[src/rtl/burst_col_pkg.sv]
package burst_col_pkg;
  typedef struct packed {
    logic [2:0] len_code;
    logic       il;
    logic       cl3;
    logic       wr_single;
  } burst_cfg_t;

  localparam logic [2:0] LEN_FULL = 3'd7;
endpackage

[src/rtl/burst_mode_reg.sv]
module burst_mode_reg
  import burst_col_pkg::*;
#(
  parameter int MODE_W = 10
) (
  input  logic              clk_i,
  input  logic              rst_ni,
  input  logic              load_i,
  input  logic [MODE_W-1:0] mode_i,
  output burst_cfg_t        cfg_o
);
  burst_cfg_t cfg_d;

  always_comb begin
    cfg_d.len_code  = mode_i[2:0];
    cfg_d.il        = mode_i[3];
    cfg_d.cl3       = (mode_i[6:4] == 3'd3);
    cfg_d.wr_single = mode_i[9];
  end

  always_ff @(posedge clk_i or negedge rst_ni) begin
    if (!rst_ni) cfg_o <= '0;
    else if (load_i) cfg_o <= cfg_d;
  end

  assert_mode_hold_R2: assert property (@(posedge clk_i) disable iff (!rst_ni)
    !load_i |=> $stable(cfg_o));
endmodule

[src/rtl/burst_seq.sv]
module burst_seq
  import burst_col_pkg::*;
#(
  parameter int COL_W = 8
) (
  input  logic             clk_i,
  input  logic             rst_ni,
  input  burst_cfg_t       cfg_i,
  input  logic             cmd_i,
  input  logic             wr_i,
  input  logic [COL_W-1:0] col_i,
  input  logic             term_i,
  output logic             valid_o,
  output logic [COL_W-1:0] addr_o,
  output logic             last_o,
  output logic             wr_o
);
  logic             act_q, full_q, il_q, wr_q;
  logic [COL_W-1:0] start_q, k_q, mask_q, len_mask, off;

  always_comb begin
    case (cfg_i.len_code)
      3'd1:     len_mask = COL_W'(1);
      3'd2:     len_mask = COL_W'(3);
      3'd3:     len_mask = COL_W'(7);
      LEN_FULL: len_mask = '1;
      default:  len_mask = '0;
    endcase
  end

  always_ff @(posedge clk_i or negedge rst_ni) begin
    if (!rst_ni) begin
      act_q <= 1'b0; full_q <= 1'b0; il_q <= 1'b0; wr_q <= 1'b0;
      start_q <= '0; k_q <= '0; mask_q <= '0;
    end else if (cmd_i) begin
      act_q   <= 1'b1;
      start_q <= col_i;
      k_q     <= '0;
      wr_q    <= wr_i;
      il_q    <= cfg_i.il;
      if (wr_i && cfg_i.wr_single) begin
        mask_q <= '0;
        full_q <= 1'b0;
      end else begin
        mask_q <= len_mask;
        full_q <= (cfg_i.len_code == LEN_FULL);
      end
    end else if (act_q) begin
      if (term_i || last_o) act_q <= 1'b0;
      else k_q <= k_q + 1'b1;
    end
  end

  // wrap inside the burst-aligned window
  assign off     = il_q ? (start_q ^ k_q) : (start_q + k_q);
  assign addr_o  = (start_q & ~mask_q) | (off & mask_q);
  assign valid_o = act_q;
  assign last_o  = act_q && !full_q && (k_q == mask_q);
  assign wr_o    = wr_q;

  assert_start_addr_R3: assert property (@(posedge clk_i) disable iff (!rst_ni)
    cmd_i |=> valid_o && addr_o == $past(col_i) && wr_o == $past(wr_i));
  assert_seq_step_R4: assert property (@(posedge clk_i) disable iff (!rst_ni)
    valid_o && !last_o && !il_q && !cmd_i && !term_i |=>
      valid_o && addr_o == (($past(addr_o) & ~mask_q) | (($past(addr_o) + 1'b1) & mask_q)));
  assert_last_end_R6: assert property (@(posedge clk_i) disable iff (!rst_ni)
    valid_o && last_o && !cmd_i |=> !valid_o);
  assert_full_no_last_R7: assert property (@(posedge clk_i) disable iff (!rst_ni)
    valid_o && full_q |-> !last_o);
  assert_term_stop_R8: assert property (@(posedge clk_i) disable iff (!rst_ni)
    term_i && !cmd_i |=> !valid_o);
endmodule

[src/rtl/rd_valid_pipe.sv]
module rd_valid_pipe #(
  parameter int MAX_CL = 3
) (
  input  logic clk_i,
  input  logic rst_ni,
  input  logic beat_i,
  input  logic cl3_i,
  output logic rd_valid_o
);
  logic [MAX_CL-1:0] sr_q;

  always_ff @(posedge clk_i or negedge rst_ni) begin
    if (!rst_ni) sr_q[0] <= 1'b0;
    else sr_q[0] <= beat_i;
  end

  for (genvar i = 1; i < MAX_CL; i++) begin : g_stage
    always_ff @(posedge clk_i or negedge rst_ni) begin
      if (!rst_ni) sr_q[i] <= 1'b0;
      else sr_q[i] <= sr_q[i-1];
    end
  end

  assign rd_valid_o = cl3_i ? sr_q[2] : sr_q[1];

  assert_cl2_hit_R11: assert property (@(posedge clk_i) disable iff (!rst_ni)
    !cl3_i && $past(beat_i, 2) |-> rd_valid_o);
  assert_cl3_hit_R11: assert property (@(posedge clk_i) disable iff (!rst_ni)
    cl3_i && $past(beat_i, 3) |-> rd_valid_o);
endmodule

[src/rtl/burst_col_gen.sv]
module burst_col_gen
  import burst_col_pkg::*;
#(
  parameter int COL_W  = 8,
  parameter int MODE_W = 10,
  parameter int MAX_CL = 3
) (
  input  logic              clk_i,
  input  logic              rst_ni,
  input  logic              mrs_i,
  input  logic [MODE_W-1:0] mode_i,
  input  logic              col_cmd_i,
  input  logic              col_wr_i,
  input  logic [COL_W-1:0]  col_i,
  input  logic              term_i,
  output logic              col_valid_o,
  output logic [COL_W-1:0]  col_addr_o,
  output logic              col_last_o,
  output logic              col_wr_o,
  output logic              rd_valid_o
);
  burst_cfg_t cfg;
  logic       rd_beat;

  burst_mode_reg #(.MODE_W(MODE_W)) u_mode (
    .clk_i, .rst_ni, .load_i(mrs_i), .mode_i, .cfg_o(cfg)
  );

  burst_seq #(.COL_W(COL_W)) u_seq (
    .clk_i, .rst_ni, .cfg_i(cfg), .cmd_i(col_cmd_i), .wr_i(col_wr_i),
    .col_i, .term_i, .valid_o(col_valid_o), .addr_o(col_addr_o),
    .last_o(col_last_o), .wr_o(col_wr_o)
  );

  assign rd_beat = col_valid_o && !col_wr_o;

  rd_valid_pipe #(.MAX_CL(MAX_CL)) u_rdv (
    .clk_i, .rst_ni, .beat_i(rd_beat), .cl3_i(cfg.cl3), .rd_valid_o
  );

  assert_wr_single_R10: assert property (@(posedge clk_i) disable iff (!rst_ni)
    col_cmd_i && col_wr_i && cfg.wr_single |=> col_last_o);
endmodule

[config.mk]
export PLATFORM = sky130hd
export DESIGN_NAME = burst_col_gen
export DESIGN_NICKNAME = d
export VERILOG_FILES = /design/src/rtl/burst_col_pkg.sv /design/src/rtl/burst_mode_reg.sv /design/src/rtl/burst_seq.sv /design/src/rtl/rd_valid_pipe.sv /design/src/rtl/burst_col_gen.sv
export SDC_FILE = /design/constraint.sdc
export NUM_CORES = 1
export LEC_CHECK = 0
export ABC_CLOCK_PERIOD_IN_PS = 3800
export BUFFER_PORTS_ARGS = -buffer_cell sky130_fd_sc_hd__buf_2
export CORE_MARGIN = 1
export CORE_UTILIZATION = 45
export DETAILED_ROUTE_END_ITERATION = 8
export PLACE_DENSITY = 0.74
export SLEW_MARGIN = 15
export SYNTH_ARGS = -nofsm -noshare
export SYNTH_HDL_FRONTEND = slang
export SYNTH_SLANG_ARGS = --single-unit
export TNS_END_PERCENT = 5
[constraint.sdc]
create_clock -name clk_i -period 3.8 [get_ports clk_i]
set_input_delay 0 -clock clk_i [delete_from_list [all_inputs] [get_ports clk_i]]
set_output_delay 0 -clock clk_i [all_outputs]
set_load 0.05 [all_outputs]
* After elaboration in Yosys (flattened, before gate mapping) *
Index checks and enable logic that the tools add are counted.

cells by class
  add/subtract/negate cells = 2
  equality and inequality tests = 7
  mux-type cells = 11
  bitwise gates (word level) = 5
  reductions and logical operators = 9

operators with widths
  cell                                            number
  two-way mux 8 bit                               5
  one-hot mux 8 bit (4 select lines)              1
  AND 8 bit                                       2
  == test 3 x 2 -> 1 bit (second input constant)  3
  adder 8 x 1 -> 8 bit (second input constant)    1
  adder 8 bit                                     1
  == test 8 bit                                   1
  inverter 8 bit                                  1
  OR 8 bit                                        1
  XOR 8 bit                                       1
  two-way mux 1 bit                               5
  logical AND 1 bit                               4
  == test 3 x 1 -> 1 bit (second input constant)  1
  == test 3 bit (second input constant)           1
  zero test 1 bit                                 2
  inequality test 2 bit (second input constant)   1
  AND reduction 2 bit                             1
  nonzero test 2 bit                              1
  logical OR 1 bit                                1

storage, ports and cells
  bits in registers = 37

* Longest topological paths before layout *
  depth after elaboration = 7
  gate-level depth with buffers = 8
  gate-level depth less buffers = 8

* Cells and area by module *
A second synthesis with hierarchy kept.

second synthesis, totals
  cell total of the unflattened synthesis = 187
  area, all modules = 1928.1 µm²

by module, submodules not included
  module          instances  cells an instance  area each (µm²)  seq. area each (µm²)
  burst_seq       1          167                1570.3           600.6
  burst_mode_reg  1          15                 254.0            150.1
  rd_valid_pipe   1          4                  90.1             75.1
  burst_col_gen   1          1                  13.8             0.0

* Worst setup path before layout *
Ideal clock, no wire load.

  path kind = register to output
  from = register u_seq.k_q[1]
  to = output col_addr_o[7]
  arrival = 2.564 ns
  required time = 3.800 ns
  slack = 1.236 ns
  cell stages (with the launch flop) = 6
  buffers on the path = 0
  cell sequence = dfrtp_1 -> ha_1 -> a21o_1 -> a31oi_1 -> o22ai_1 -> o311ai_1

between the ends
  word-level cells in the longest chain between the ends = 4

ends and longest elaborated chain
  element                 RTL line             source
  start, declared         burst_seq.sv:19      logic [COL_W-1:0] start_q, k_q, mask_q, len_mask, off;
  start signal, assigned  burst_seq.sv:50      else k_q <= k_q + 1'b1;
  adder 8 bit             burst_seq.sv:55      assign off = il_q ? (start_q ^ k_q) : (start_q + k_q);
  two-way mux 8 bit       burst_seq.sv:55
  AND 8 bit               burst_seq.sv:56      assign addr_o = (start_q & ~mask_q) | (off & mask_q);
  OR 8 bit                burst_seq.sv:56
  end, declared           burst_col_gen.sv:17  output logic [COL_W-1:0] col_addr_o,

No other way between the ends.

* Worst setup path after layout *
  from = register u_seq.k_q[0]
  to = output col_addr_o[6]

Same word-level chain as after synthesis.

==> metrics.yaml <==
critical_path:
  path_cells: "ha_1, inv_1, fa_1, nand2b_1, a211oi_1, a31oi_1, xnor2_1, mux2_2, buf_2"
  critical_path_buf_inv_count: 2
  start_kind: "flip-flop"
  crit_end: "col_addr_o[6]"
  crit_arrival_ps: 2670
  critPathLaunch: "u_seq.k_q[0]"
  r2r-end: "u_seq.k_q[4]"
  crit_family: "adder cells"
  crit_path_top_delay_cell: "dfrtp_1"
  critPathMaxFanout: 6
  crit_path_end_kind: "output pin"
  critPathKind: "reg2out"
  crit_cells: 9
  critPathRequiredTime_ps: 3800
  r2r_slack_ps: 1700
  slowest_delay_ps: 470
  rr_worst_depth: 5
  r2r_start: "u_seq.mask_q[6]"
clock_network:
  post_cts_resized: 0
  path_clk_slew_ps: 70
  worstSkewPairLatency_ps: 280
  htreeDepth: 2
  clock-sinks: 33
  cts_tree: "done"
  cts_buffer_depth: 2
  clock_tree.root_cell: "clkbuf_8"
  cts-buffers-inserted: 5
synthesis:
  synth-edff-count: 0
  yosysSeqAreaShare: 0.426
  yosysWarnings: 0
  ys.flop_type: "dfrtp_1"
  synth_top_area_frac: 0.426
  synthArstFlopShare: 1.00
  synth_top_cell_by_area: "dfrtp_1"
  syn_inst: 192
  syn_area_per_cell_um2: 10.1
  ys_ff_latch: 33
  synth.distinct_cells: 49
  syn-num-nets: 225
  synth_area_leaders: "dfrtp_1 (43%), mux2_1 (8.1%), ha_1 (5.2%)"
  netlist_area_mm2: 0.00194
detailed_routing:
  avgRoutedWirePerCell_um: 13.2
  vias: 1541
  drc: 0
  firstDrtPassIters: 4
  wl_um: 3900
  antenna_left: 0
  post_drt_via_cell_ratio: 5.21
  drt_iter0_drc: 78
timing:
  timing.setup.tns_ps: 0
  fmax_mhz: 375
  finClkSkew_ps: 7.89
  finalMaxSlewViolations: 0
  min_period_ps: 2670
  relSlewSlack: 0.499
  min_period_over_period: 0.703
  grt_setup_unrepaired: "false"
  final-setup-viol-count: 0
  setup_ws_ps: 1130
  final-hold-violation-count: 0
  worst_pin_slew_ps: 751
placement:
  io_buffers: 33
  dpl.hpwl_um: 2590
  place.gp.congestion: 0.790
  place_inst: 270
  place_ws_ps: 1440
global_routing:
  grt-ovfl-total: 0
  antenna_found_initial: 0
  grt_usage: 0.195
  grt_first_pass_wirelength_um: 6470
  grt_max_degree: 34
  use_met3: 0.0524
  top_usage_layer: "met2"
  grt_pass1_vias: 1409
  grt_use_met2: 0.317
  use_met1: 0.249
layout:
  nets: 278
  fillerInstances: 362
  antenna_cells: 0
  fin_cells: 296
  area_growth_pct: 25.4
  fin_util: 0.600
  drive_gt1_frac: 0.224
power:
  p_sw_uw: 331
  p_per_area_mw_per_mm2: 420
  power_uw: 1020
  internal_power_uw: 690
  p_comb_frac: 0.254
  pwr-share-clk: 0.339
  sw_frac_of_total: 0.324
  p_leak_uw: 0.00110
  ir_worst_vdd_mv: 0.237
  pwr-share-seq: 0.407
hold_path:
  holdPathStages: 2
  hold_path_class: "in2reg"
  holdCritStartpoint: "mrs_i"
floorplan:
  row_count: 23
  start_util: 0.478
  die_area_mm2: 0.00458
  die_w_um: 67.7
  io_pins: 36
  core_mm2: 0.00406
  die-height_um: 67.7
run:
  maxCapViolCount: 0
outcome:
  outcome: "finished clean"
-- layout make-up --
| cell class | instances | area [µm²] | area share |
|---|---|---|---|
| inverters | 13 | 48.8 | 0.0201 |
| multi-input cells | 141 | 1030 | 0.424 |
| clock buffers | 6 | 82.6 | 0.0339 |
| flip-flops and latches | 33 | 826 | 0.339 |
| well taps | 50 | 62.6 | 0.0257 |
| repair buffers | 51 | 345 | 0.142 |
| clock inverters | 2 | 37.5 | 0.0154 |
-- routing by layer --
metal,part of all wire,vias to the layer above
met5,0,-
met4,0.0092,0
met1,0.47,727
li1,-,778
met2,0.49,32
met3,0.033,4
-- placed cells by master (no fill, tap or decap), types with 7 or more instances in the layout --
cell type       n
a21oi_1         8
nand2_1        14
inv_1          12
xnor2_1         7
buf_2          33
o21ai_1        10
dlygate4sd3_1  18
ha_1            8
nor2_1         19
dfrtp_1        33
mux2_1         14
-- power groups by stage --
stage          clock network (µW)  logic [µW]  registers [µW]
5_1_grt                       374         285             421
4_1_cts                       358         261             415
2_1_floorplan                   0         187             420
6_report                      346         259             416
3_3_place_gp                    0         243             421
3_5_place_dp                    0         246             422
-- sequential cells by signal (all words and copies together), names as in the netlist --
name / flops
u_seq.il_q: 1
u_seq.mask_q: 4
u_seq.full_q: 1
u_seq.wr_o: 1
u_seq.valid_o: 1
u_mode.cfg_o: 6
u_seq.start_q: 8
u_rdv.sr_q: 3
u_seq.k_q: 8
-- synth_stat cells, drive strengths merged (2+ instances only) --
library cell and number:
a21oi 8, a31o 2, a31oi 5, and2 2
and2b 2, buf 3, clkbuf 2, dfrtp 33
ha 8, inv 13, mux2 18, nand2 14
nand2b 4, nand3 6, nand4 4, nor2 20
nor3 2, o21ai 13, o22ai 2, o311ai 2
xnor2 7, xor2 5
-- repair_timing --
action / in CTS / in global routing
setup endpoints to repair: 0 / 0
setup buffers: 0 / 0
endpoints found under the hold margin: 48 / 0
hold buffers: 18 / 0
-- metrics by stage --
stage | cell area, µm² | hold WS [ps]
6_report | 2430 | 59.3
5_1_grt | 2430 | 65.0
4_1_cts | 2430 | 45.6
3_5_place_dp | 2130 | 112
3_3_place_gp | 2130 | 108
2_1_floorplan | 1940 | -296
-- cell families after synthesis --
| family | Yosys count | share of synthesized area |
|---|---|---|
| simple gates | 62 | 0.166 |
| xor+xnor | 12 | 0.0542 |
| compound gates | 39 | 0.137 |
| fa+ha+maj | 9 | 0.0619 |
| mux | 19 | 0.112 |
| flops | 33 | 0.426 |
| buf+inv | 18 | 0.0432 |
-- how the worst min path moves through the flow --
stage	endpoint	slack (ps)
floorplan	u_mode.cfg_o[0]	-300
global placement	u_seq.start_q[7]	110
detailed placement	u_seq.start_q[7]	110
CTS	u_mode.cfg_o[0]	50
global route	u_mode.cfg_o[4]	60
finish	u_mode.cfg_o[0]	60
No activity file was read; power rests on OpenSTA's default activity.
